[src/rtl/subword_regfile_pkg.sv]
package subword_regfile_pkg;

    localparam int WORD_W  = 32;
    localparam int NUM_REG = 4;
    localparam int IDX_W   = $clog2(NUM_REG);
    localparam int BYTE_W  = 8;
    localparam int HALF_W  = 16;

    typedef enum logic [1:0] {
        SZ_LO_BYTE = 2'b00,
        SZ_HI_BYTE = 2'b01,
        SZ_HALF    = 2'b10,
        SZ_WORD    = 2'b11
    } access_size_e;

    typedef logic [WORD_W-1:0] word_t;
    typedef logic [IDX_W-1:0]  ridx_t;

    typedef struct packed {
        logic         en;
        ridx_t        idx;
        access_size_e size;
        word_t        data;
    } wr_req_t;

    // Bit mask of the lanes one access touches, in register position.
    function automatic word_t lane_mask(access_size_e sz);
        word_t m;
        case (sz)
            SZ_LO_BYTE: m = word_t'({BYTE_W{1'b1}});
            SZ_HI_BYTE: m = word_t'({BYTE_W{1'b1}}) << BYTE_W;
            SZ_HALF:    m = word_t'({HALF_W{1'b1}});
            default:    m = '1;
        endcase
        return m;
    endfunction

    // Bit offset of the lowest lane the access touches.
    function automatic int unsigned lane_shift(access_size_e sz);
        return (sz == SZ_HI_BYTE) ? BYTE_W : 0;
    endfunction

endpackage

[src/rtl/subword_write_merge.sv]
module subword_write_merge
    import subword_regfile_pkg::*;
(
    input  word_t        cur,
    input  access_size_e size,
    input  word_t        wdata,
    output word_t        merged
);
    word_t mask;
    word_t aligned;

    always_comb begin
        mask    = lane_mask(size);
        aligned = wdata << lane_shift(size);
        merged  = (cur & ~mask) | (aligned & mask);
    end

    // bits outside the selected lanes come through unchanged
    always_comb begin
        a_r5_keep_lanes: assert ((merged & ~lane_mask(size)) == (cur & ~lane_mask(size)))
            else $error("merge altered untouched lanes");
    end
endmodule

[src/rtl/subword_read_align.sv]
module subword_read_align
    import subword_regfile_pkg::*;
(
    input  word_t        word,
    input  access_size_e size,
    output word_t        rdata
);
    always_comb begin
        rdata = (word & lane_mask(size)) >> lane_shift(size);
    end

    // narrow reads are zero-extended
    always_comb begin
        a_r6_zero_ext: assert ((size == SZ_WORD) || (rdata[WORD_W-1:HALF_W] == '0))
            else $error("narrow read not zero-extended");
    end
endmodule

[src/rtl/subword_regfile.sv]
module subword_regfile
    import subword_regfile_pkg::*;
(
    input  logic        clk,
    input  logic        rst,
    input  logic        wr_en,
    input  logic [1:0]  wr_idx,
    input  logic [1:0]  wr_size,
    input  logic [31:0] wr_data,
    input  logic [1:0]  rd0_idx,
    input  logic [1:0]  rd0_size,
    output logic [31:0] rd0_data,
    input  logic [1:0]  rd1_idx,
    input  logic [1:0]  rd1_size,
    output logic [31:0] rd1_data
);
    localparam int NUM_RD = 2;

    word_t   regs [NUM_REG];
    word_t   merged;
    wr_req_t wreq;

    assign wreq = '{en: wr_en, idx: wr_idx, size: access_size_e'(wr_size), data: wr_data};

    subword_write_merge u_merge (
        .cur    (regs[wreq.idx]),
        .size   (wreq.size),
        .wdata  (wreq.data),
        .merged (merged)
    );

    always_ff @(posedge clk) begin
        if (rst) begin
            for (int i = 0; i < NUM_REG; i++) regs[i] <= '0;
        end else if (wreq.en) begin
            regs[wreq.idx] <= merged;
        end
    end

    ridx_t        rd_idx  [NUM_RD];
    access_size_e rd_size [NUM_RD];
    word_t        rd_out  [NUM_RD];

    assign rd_idx[0]  = rd0_idx;
    assign rd_idx[1]  = rd1_idx;
    assign rd_size[0] = access_size_e'(rd0_size);
    assign rd_size[1] = access_size_e'(rd1_size);

    for (genvar p = 0; p < NUM_RD; p++) begin : g_rd
        subword_read_align u_align (
            .word  (regs[rd_idx[p]]),
            .size  (rd_size[p]),
            .rdata (rd_out[p])
        );
    end

    assign rd0_data = rd_out[0];
    assign rd1_data = rd_out[1];

    // the cycle after a reset, every register is zero
    for (genvar r = 0; r < NUM_REG; r++) begin : g_chk
        a_r1_reset_clear: assert property (@(posedge clk)
            rst |=> (regs[r] == '0))
            else $error("reset did not clear register");
        // a register that was not written holds its value
        a_r8_untouched_hold: assert property (@(posedge clk) disable iff (rst)
            !(wr_en && wr_idx == r) |=> $stable(regs[r]))
            else $error("unwritten register changed");
    end

    // a full-word write stores the data exactly
    a_r3_full_write: assert property (@(posedge clk) disable iff (rst)
        (wr_en && wr_size == SZ_WORD) |=> (regs[$past(wr_idx)] == $past(wr_data)))
        else $error("full write mismatch");
endmodule

[config.mk]
export PLATFORM = sky130hd
export DESIGN_NAME = subword_regfile
export DESIGN_NICKNAME = d
export VERILOG_FILES = /design/src/rtl/subword_regfile_pkg.sv /design/src/rtl/subword_write_merge.sv /design/src/rtl/subword_read_align.sv /design/src/rtl/subword_regfile.sv
export SDC_FILE = /design/constraint.sdc
export NUM_CORES = 1
export LEC_CHECK = 0
export BUFFER_PORTS_ARGS = -buffer_cell sky130_fd_sc_hd__buf_4
export CORE_AREA = 2 2 122 124
export DETAILED_ROUTE_END_ITERATION = 10
export DIE_AREA = 0 0 124 126
export PLACE_DENSITY = 0.79
export SYNTH_ARGS = -nofsm -noshare
export SYNTH_HDL_FRONTEND = slang
export SYNTH_HIERARCHICAL = 1
export SYNTH_SLANG_ARGS = --single-unit
export TNS_END_PERCENT = 5
[constraint.sdc]
create_clock -name clk -period 3.4 [get_ports clk]
set_clock_uncertainty 0.2 [all_clocks]
set_input_delay 0.17 -clock clk [delete_from_list [all_inputs] [get_ports clk]]
set_output_delay 0.17 -clock clk [all_outputs]
set_load 0.1 [all_outputs]
==> flow_summary_export.csv, run 1 <==
group,metric,value,unit
global_routing,grt_pass1_vias,5918,
layout,antennaDiodeCount,0,
timing,hold_violations,0,
power,powerDensity,482,nW/µm²
layout,multi_input_area,3930,µm²
hold_path,hold_class,"primary input to flip-flop",
detailed_routing,vias,5672,
yosys,synth.top_cell.area_share,46.4,%
detailed_routing,vias_per_cell,6.71,
detailed_routing,route.detailed.drc,0,
setup_path,worstSetupPathType,"primary input to output port",
clock_network,clock-sinks,128,
power,vdd_drop_max,0.291,mV
yosys,synth-main-ff-cell,"edfxtp_1",
setup_path,cp-end-kind,"output port",
floorplan,start_util,57.9,%
global_routing,grt_pass1_wl,33700,µm
timing,fin_crit_sh,67.5,%
setup_path,cp_data_required_time,3030,ps
detailed_routing,routed_wl,22000,µm
yosys,ys_types,24,
clock_network,cts_setup_buffers,0,
detailed_routing,drt_iter0_drc,583,
timing,min_period,2290,ps
clock_network,cts_hold_buf,0,
setup_path,worstSetupStartpointType,"primary input",
yosys,seq_area_frac_synth,46.4,%
detailed_routing,wl_met1,7890,µm
global_routing,track_usage,30.0,%
detailed_routing,firstDrtPassIters,7,
flow_run,drv_cap,0,
timing,worst_slew_pin_slew,1160,ps
timing,relSlewSlack,22.2,%
timing,worst_slack,1110,ps
detailed_routing,wl_met3,2370,µm
yosys,synth_warnings,6,
status,outcome,"finished clean",
yosys,yosysTopAreaCell,"edfxtp_1",
floorplan,die_area,15600,µm²
detailed_routing,ant_nets,0,
clock_network,cts-buffers-inserted,17,
clock_network,clk_latency,420,ps
setup_path,r2r_slack,1480,ps
layout,final_common_cell,"edfxtp_1",
placement,gp_congestion,0.789,
yosys,synth_nets,609,
placement,dp_hpwl,13000,µm
yosys,synth_area_per_cell,14.7,µm²
timing,rsz0062_at_grt,"false",
layout,regMostFlops,"regs",
detailed_routing,top_layer,"met4",
layout,final_layout_size_suffix_gt1_share,44.5,%
floorplan,rows,44,
yosys,synth-edff-count,128,
timing,clock.fmax,436,MHz
placement,pre_cts_ws,860,ps
floorplan,die_h,126,µm
clock_network,htreeDepth,4,
layout,nFillCells,1016,
clock_network,cts_resized,0,
global_routing,grt_max_degree,37,
setup_path,path_max_fanout,32,
layout,reg_top3,"regs: 128 flops",
floorplan,io_pins,111,
layout,regArea,3840,µm²
floorplan,coreArea,14300,µm²
layout,stdcell_count,845,
power,cellLeakagePower,3.95,nW
power,power,4.60,mW
setup_path,arrival,1920,ps
clock_network,cts_tree,"built",
layout,synthToLayoutAreaGrowth,15.2,%
yosys,ys_seq_elements,128,
layout,fin_area,9540,µm²
yosys,async_reset_ff_share,0,%
placement,dp_cells,813,
layout,finish.net_count,695,
placement,place_area,9050,µm²
global_routing,grt_overflow,0,
placement,port_buffers,110,
detailed_routing,wl_met2,11500,µm
clock_network,clk_pin_slew,50,ps
layout,final_cell_mix,"edfxtp_1, buf_4, mux4_2, nor2_1, mux2_4",
yosys,synth_area_leaders,"edfxtp_1, mux4_2, mux2_4, nor2_1, nand3b_1",
yosys,syn_area,8290,µm²
clock_network,cts.root.buffer_cell,"clkbuf_16",
floorplan,die_w,124,µm
layout,largest_reg_flops,128,
clock_network,clockBufferDepth,2,
timing,final.setup.tns,0,ps
global_routing,antenna_found_initial,0,
yosys,syn_inst,562,
timing,setup_viol,0,
timing,maxSlewViolCount,0,
detailed_routing,wl_per_cell,26.1,µm
## routing by layer
layer / track usage, % / vias to the layer above
met1: 39.4 / 2867
met3: 7.07 / 36
li1: - / 2338
met5: 0 / -
met2: 49.5 / 431
met4: 10.2 / 0
## report_power, final
group | internal, mW | switching (mW)
sequential | 1.84 | 0.0661
clock | 0.913 | 0.626
combinational | 0.412 | 0.739
total | 3.17 | 1.43
## per-stage QoR
step                utilization, %  hold slack, ps
CTS                           66.7            56.2
detailed placement            63.2             496
global route                  66.7            87.0
global placement              63.2             477
floorplan                        -             316
finish                        66.7            72.4
## critical path: stages
cell	delay [ps]
buf_4	560
mux4_2	640
mux2_4	290
buf_4	230
## logic make-up after synthesis
| family | count (synthesis) | share of synthesized area (%) |
|---|---|---|
| flip-flops | 128 | 46.4 |
| AND/OR/NAND/NOR | 191 | 12.1 |
| AO/OA/AOI/OAI | 12 | 0.861 |
| multiplexers | 144 | 34.0 |
| buffers and inverters | 87 | 6.57 |
## cells in the mapped netlist, types with 3 or more instances
| cell type | number |
|---|---|
| buf_12 | 4 |
| nand2_1 | 8 |
| and3_2 | 8 |
| o21bai_1 | 3 |
| mux2_2 | 6 |
| inv_1 | 33 |
| nand2b_1 | 4 |
| edfxtp_1 | 128 |
| clkbuf_1 | 10 |
| mux2_4 | 34 |
| nand3b_1 | 32 |
| buf_2 | 23 |
| and2_1 | 16 |
| nor2_1 | 96 |
| buf_6 | 16 |
| o21ai_0 | 8 |
| and3_1 | 24 |
| mux4_2 | 96 |
| mux2i_1 | 8 |
## cell type report
type | instances | area share [%]
clock buffers | 23 | 4.69
clock inverters | 9 | 0.459
inverters | 33 | 1.30
multi-input cells | 347 | 41.2
flip-flops and latches | 128 | 40.3
well taps | 184 | 2.41
repair buffers | 121 | 9.65
## worst paths after layout
path,from,to,depth (start not counted)
setup / recovery,rd0_idx[0],rd0_data[2],4
hold / removal,wr_data[16],regs[3][16]$_DFFE_PP_,4
setup reg to reg,regs[2][28]$_SDFFCE_PN0P_,regs[0][28]$_SDFFCE_PN0P_,4
hold reg to reg,regs[3][7]$_DFFE_PP_,regs[3][7]$_DFFE_PP_,4
(Power assumes the default switching activity.)
==> run 2: changes to the inputs <==
- CORE_AREA: 2 2 122 124 -> 2 2 129 131
- DIE_AREA: 0 0 124 126 -> 0 0 131 133
- PLACE_DENSITY: 0.79 -> 0.75
- clock period: 3.4 -> 1.93 ns (I/O delays scaled with it)
==> flow_summary_export.csv, run 2 (synthesis gave the netlist of run 1 again) <==
group,metric,value,unit
setup_path,worstSetupPathType,"flip-flop to output port",
layout,stdcell_count,919,
detailed_routing,route.detailed.drc,0,
floorplan,start_util,51.2,%
floorplan,die_area,17400,µm²
floorplan,io_pins,111,
setup_path,worstSetupStartpointType,"flip-flop",
power,powerDensity,818,nW/µm²
layout,reg_top3,"regs: 128 flops",
setup_path,arrival,1860,ps
clock_network,clockBufferDepth,2,
timing,clock.fmax,465,MHz
layout,fin_util,65.8,%
global_routing,met3_usage,5.34,%
timing,fin_crit_sh,111,%
global_routing,grt_busiest_layer,"met2",
detailed_routing,wl_per_cell,25.7,µm
placement,dp_hpwl,15200,µm
layout,antennaDiodeCount,0,
placement,dp_cells,876,
global_routing,grt_pass1_vias,6132,
global_routing,track_usage,28.5,%
layout,final_cell_mix,"edfxtp_1, mux4_2, nor2_1",
clock_network,clk_pin_slew,50,ps
timing,min_period,2150,ps
detailed_routing,vias,5740,
floorplan,coreArea,16200,µm²
timing,worst_slack,-222,ps
power,vdd_drop_max,0.419,mV
timing,setup_viol,68,
setup_path,path_max_fanout,3,
layout,final_common_cell,"edfxtp_1",
layout,synthToLayoutAreaGrowth,28.4,%
global_routing,gr-usage-met1,36.3,%
clock_network,cts.root.buffer_cell,"clkbuf_16",
status,outcome,"complete, but fails checks",
detailed_routing,ant_nets,0,
global_routing,use_met2,48.2,%
layout,regMostFlops,"regs",
placement,gp_congestion,0.807,
global_routing,grt_pass1_wl,35600,µm
setup_path,cp_cell_sequence,"mux4_2, mux2_4, buf_12",
timing,hold_violations,0,
clock_network,clock-sinks,128,
timing,worst_hold_slack,16.5,ps
global_routing,grt_overflow,0,
timing,relSlewSlack,60.9,%
status,violations,"negative setup slack",
detailed_routing,routed_wl,23600,µm
timing,rsz0062_at_grt,"true",
layout,finish.net_count,733,
timing,worst_slew_pin_slew,587,ps
clock_network,cts-buffers-inserted,17,
setup_path,cp-end-kind,"output port",
floorplan,die_w,131,µm
detailed_routing,vias_per_cell,6.25,
global_routing,grt_max_degree,37,
setup_path,crit_path_top_delay_cell,"mux4_2",
layout,multi_input_area,3940,µm²
placement,pre_cts_ws,-17.4,ps
detailed_routing,drt_iter0_drc,573,
setup_path,slowest_delay,530,ps
power,cellLeakagePower,4.36,nW
hold_path,hold_class,"primary input to flip-flop",
floorplan,rows,47,
layout,largest_reg_flops,128,
layout,regArea,3840,µm²
timing,maxSlewViolCount,0,
clock_network,clk_latency,420,ps
layout,final_layout_size_suffix_gt1_share,45.9,%
placement,port_buffers,110,
clock_network,cts_tree,"built",
global_routing,antenna_found_initial,0,
layout,nFillCells,1108,
floorplan,die_h,133,µm
flow_run,drv_cap,0,
clock_network,htreeDepth,4,
detailed_routing,firstDrtPassIters,8,
setup_path,cp_data_required_time,1630,ps
power,power,8.70,mW
run 2: cell types whose count changed in the layout (fill, tap and decap cells not counted), sizes merged:
cell         change
clkbuf           -1
buf             +28
clkinvlp         -1
dlygate4sd3     +10
bufinv           +2
run 2: power breakdown:
part | leakage (nW) | switching [mW] | internal, mW
Sequential | 1.34 | 0.114 | 3.25
Combinational | 2.75 | 1.38 | 0.991
Clock | 0.263 | 1.11 | 1.87
Total | 4.36 | 2.60 | 6.10
run 2: critical path: cells and delay by family, from the launching register on:
family                 cells  cell delay, ps
flip-flops                 1             430
multiplexers               2             830
buffers and inverters      1             170
run 2: area by class of cell:
cell class	instances	share of cell area (%)
clock buffers	22	4.18
clock inverters	10	0.882
inverters	33	1.16
multi-input cells	347	37.1
flip-flops and latches	128	36.1
well taps	220	2.59
repair buffers	159	18.0
run 2: worst paths after layout:
path | start | end | slack (ps) | cells after the start
max | regs[3][12]$_DFFE_PP_ | rd0_data[4] | -220 | 3
min | wr_data[5] | regs[3][5]$_DFFE_PP_ | 20 | 4
max reg2reg | regs[3][12]$_DFFE_PP_ | regs[1][12]$_SDFFCE_PN0P_ | -60 | 6
min reg2reg | regs[0][17]$_SDFFCE_PN0P_ | regs[3][17]$_DFFE_PP_ | 820 | 4
run 2: per-stage QoR:
stage	instance area, µm²	setup TNS, ps
after floorplan	8300	-14910
after global placement	9550	0
after detailed placement	9550	-39.4
after CTS	10600	-7010
after global routing	10600	-9530
final	10600	-6710
run 2: repair_timing:
item,in CTS,in global routing
pin swaps,0,9
resized for setup,106,8
setup buffers,0,1
hold buffers,10,0
endpoints found under the hold margin,10,0
setup endpoints to repair,64,77
run 2: per-layer routing:
metal | vias to the layer above | share of wire (%)
met3 | 50 | 8.0
met1 | 2946 | 36
li1 | 2416 | -
met2 | 328 | 53
met4 | 0 | 2.8
met5 | - | 0
==> run 3: changes to the inputs <==
- ABC_AREA: default -> 1
- CAP_MARGIN: default -> 20
- CORE_AREA: 2 2 129 131 -> 2 2 135 137
- DIE_AREA: 0 0 131 133 -> 0 0 137 139
==> flow_summary_export.csv, run 3 <==
group,metric,value,unit
status,outcome,"finished clean",
floorplan,start_util,52.6,%
yosys,ys_seq_elements,128,
layout,regMostFlops,"regs",
layout,final_layout_size_suffix_gt1_share,12.9,%
timing,relSlewSlack,52.8,%
yosys,ys_types,14,
clock_network,htreeDepth,4,
yosys,synth_warnings,6,
setup_path,worstSetupStartpointType,"flip-flop",
clock_network,cts.root.buffer_cell,"clkbuf_16",
clock_network,cts_tree,"built",
setup_path,path_max_fanout,3,
setup_path,crit_path_top_delay_cell,"edfxtp_1",
flow_run,drv_cap,0,
yosys,syn_area,9280,µm²
global_routing,antenna_found_initial,0,
detailed_routing,ant_nets,0,
setup_path,path_buf_inv,2,
clock_network,clock-sinks,128,
floorplan,die_h,139,µm
yosys,yosysMostFrequentCell,"nand2_1",
power,power,8.81,mW
timing,fin_crit_sh,96.5,%
floorplan,io_pins,111,
layout,antennaDiodeCount,0,
global_routing,grt_pass1_wl,46400,µm
yosys,syn_inst,1454,
timing,worst_hold_slack,9.29,ps
yosys,async_reset_ff_share,0,%
setup_path,crit_family,"simple AND/OR/NAND/NOR gates",
floorplan,die_area,19000,µm²
layout,nFillCells,1628,
yosys,yosysTopAreaCell,"edfxtp_1",
setup_path,cp_cell_sequence,"inv_1, nand2_1, nand3_1, nand2_1, nand2_1, nor2_1, buf_4",
timing,setup_viol,0,
setup_path,cp_data_required_time,1630,ps
timing,min_period,1860,ps
setup_path,arrival,1570,ps
layout,finish.net_count,1613,
layout,stdcell_count,1807,
detailed_routing,vias_per_cell,5.43,
layout,reg_top3,"regs: 128 flops",
yosys,synth-edff-count,128,
placement,dp_hpwl,19700,µm
hold_path,hold_class,"primary input to flip-flop",
detailed_routing,wl_per_cell,16.5,µm
placement,port_buffers,110,
detailed_routing,drt_iter0_drc,1150,
layout,largest_reg_flops,128,
detailed_routing,firstDrtPassIters,7,
yosys,synth_nets,1501,
timing,clock.fmax,537,MHz
timing,hold_violations,0,
power,vdd_drop_max,0.640,mV
floorplan,die_w,137,µm
power,powerDensity,780,nW/µm²
global_routing,grt_pass1_vias,9021,
global_routing,grt_max_degree,65,
floorplan,coreArea,17700,µm²
yosys,yosys-top-cells-count,"nand2_1, nand3_1, inv_1, nor2_1, edfxtp_1",
detailed_routing,route.detailed.drc,0,
clock_network,clk_pin_slew,50,ps
layout,synthToLayoutAreaGrowth,21.6,%
timing,maxSlewViolCount,0,
layout,multi_input_area,4260,µm²
yosys,synth_area_per_cell,6.38,µm²
placement,dp_cells,1751,
layout,final_common_cell,"nand2_1",
setup_path,cp-end-kind,"output port",
clock_network,cts_setup_buffers,0,
yosys,synth_area_leaders,"edfxtp_1, nand2_1, nand3_1, inv_1, nor2_1",
setup_path,slowest_delay,320,ps
yosys,synth-main-ff-cell,"edfxtp_1",
placement,gp_congestion,0.964,
global_routing,grt_overflow,0,
detailed_routing,routed_wl,29900,µm
layout,regArea,3840,µm²
layout,final_cell_mix,"nand2_1, nand3_1, inv_1",
yosys,synth.top_cell.area_share,41.4,%
detailed_routing,vias,9818,
floorplan,rows,49,
clock_network,clockBufferDepth,2,
yosys,seq_area_frac_synth,41.4,%
power,cellLeakagePower,6.03,nW
setup_path,cp_common_cell,"nand2_1",
timing,rsz0062_at_grt,"true",
clock_network,clk_latency,420,ps
timing,worst_slew_pin_slew,706,ps
clock_network,cts-buffers-inserted,17,
global_routing,track_usage,31.7,%
setup_path,worstSetupPathType,"flip-flop to output port",
[run 3: cell count changes after synthesis, sizes merged, moves of 8 or more]
cell / before / now
nand3: 0 / 244
nand2: 9 / 610
inv: 33 / 205
nand3b: 32 / 0
mux2i: 8 / 0
mux2: 40 / 0
and3: 32 / 0
o21ai: 8 / 0
mux4: 96 / 0
clkbuf: 10 / 24
buf: 44 / 62
nor2: 96 / 181
and2: 16 / 0
[run 3: kinds of logic (layout without fill, tap and decap cells)]
family	count (synthesis)	after routing	synth area share [%]
simple gates	1035	1035	45.7
flops	128	128	41.4
buf+inv	291	415	12.9
[run 3: layout make-up]
class | instances | share of cell area (%)
multi-input combinational | 1035 | 37.7
clock inverter | 10 | 0.842
tap | 229 | 2.54
sequential | 128 | 34.0
clock buffer | 21 | 3.90
inverter | 205 | 6.82
timing repair buffer | 179 | 14.1
[run 3: power breakdown]
part / switching, mW / internal [mW]
clock: 1.11 / 1.86
combinational: 1.89 / 0.676
sequential: 0.0399 / 3.23
[run 3: per-stage QoR]
step	setup slack [ps]	setup TNS (ps)	util (%)	instance area (µm²)
finish	67.2	0	63.9	11300
global route	-17.7	-22.5	63.9	11300
CTS	35.5	0	63.5	11200
detailed placement	262	0	59.0	10400
global placement	288	0	59.0	10400
floorplan	-409	-16160	-	9290
[run 3: final timing paths]
check	cells past startpoint	to	startpoint	slack, ps
min reg2reg	8	regs[0][28]$_SDFFCE_PN0P_	regs[0][28]$_SDFFCE_PN0P_	710
max	7	rd0_data[9]	regs[1][9]$_SDFFCE_PN0P_	70
min	5	regs[2][14]$_SDFFCE_PN0P_	wr_data[6]	9
max reg2reg	8	regs[1][11]$_SDFFCE_PN0P_	regs[2][11]$_SDFFCE_PN0P_	350
[run 3: per-layer routing]
layer	vias to the layer above	routed length, µm	track usage (%)	part of all wire (%)
met5	-	0	0	0
met4	0	1090	13.9	3.7
met3	93	2960	4.97	9.9
met2	588	14600	53.1	49
met1	4448	11300	40.2	38
li1	4689	-	-	-
[run 3: repair_timing]
item,in CTS,in global routing
hold buffers,25,0
hold endpoints to repair,84,0
gates resized for setup,0,27
setup endpoints to repair,0,19
[run 3: worst reg2reg max path: cells and delay by family (launching register included)]
| family | cells | cell delay [ps] |
|---|---|---|
| simple gates | 6 | 510 |
| buf+inv | 2 | 250 |
| flops | 1 | 370 |
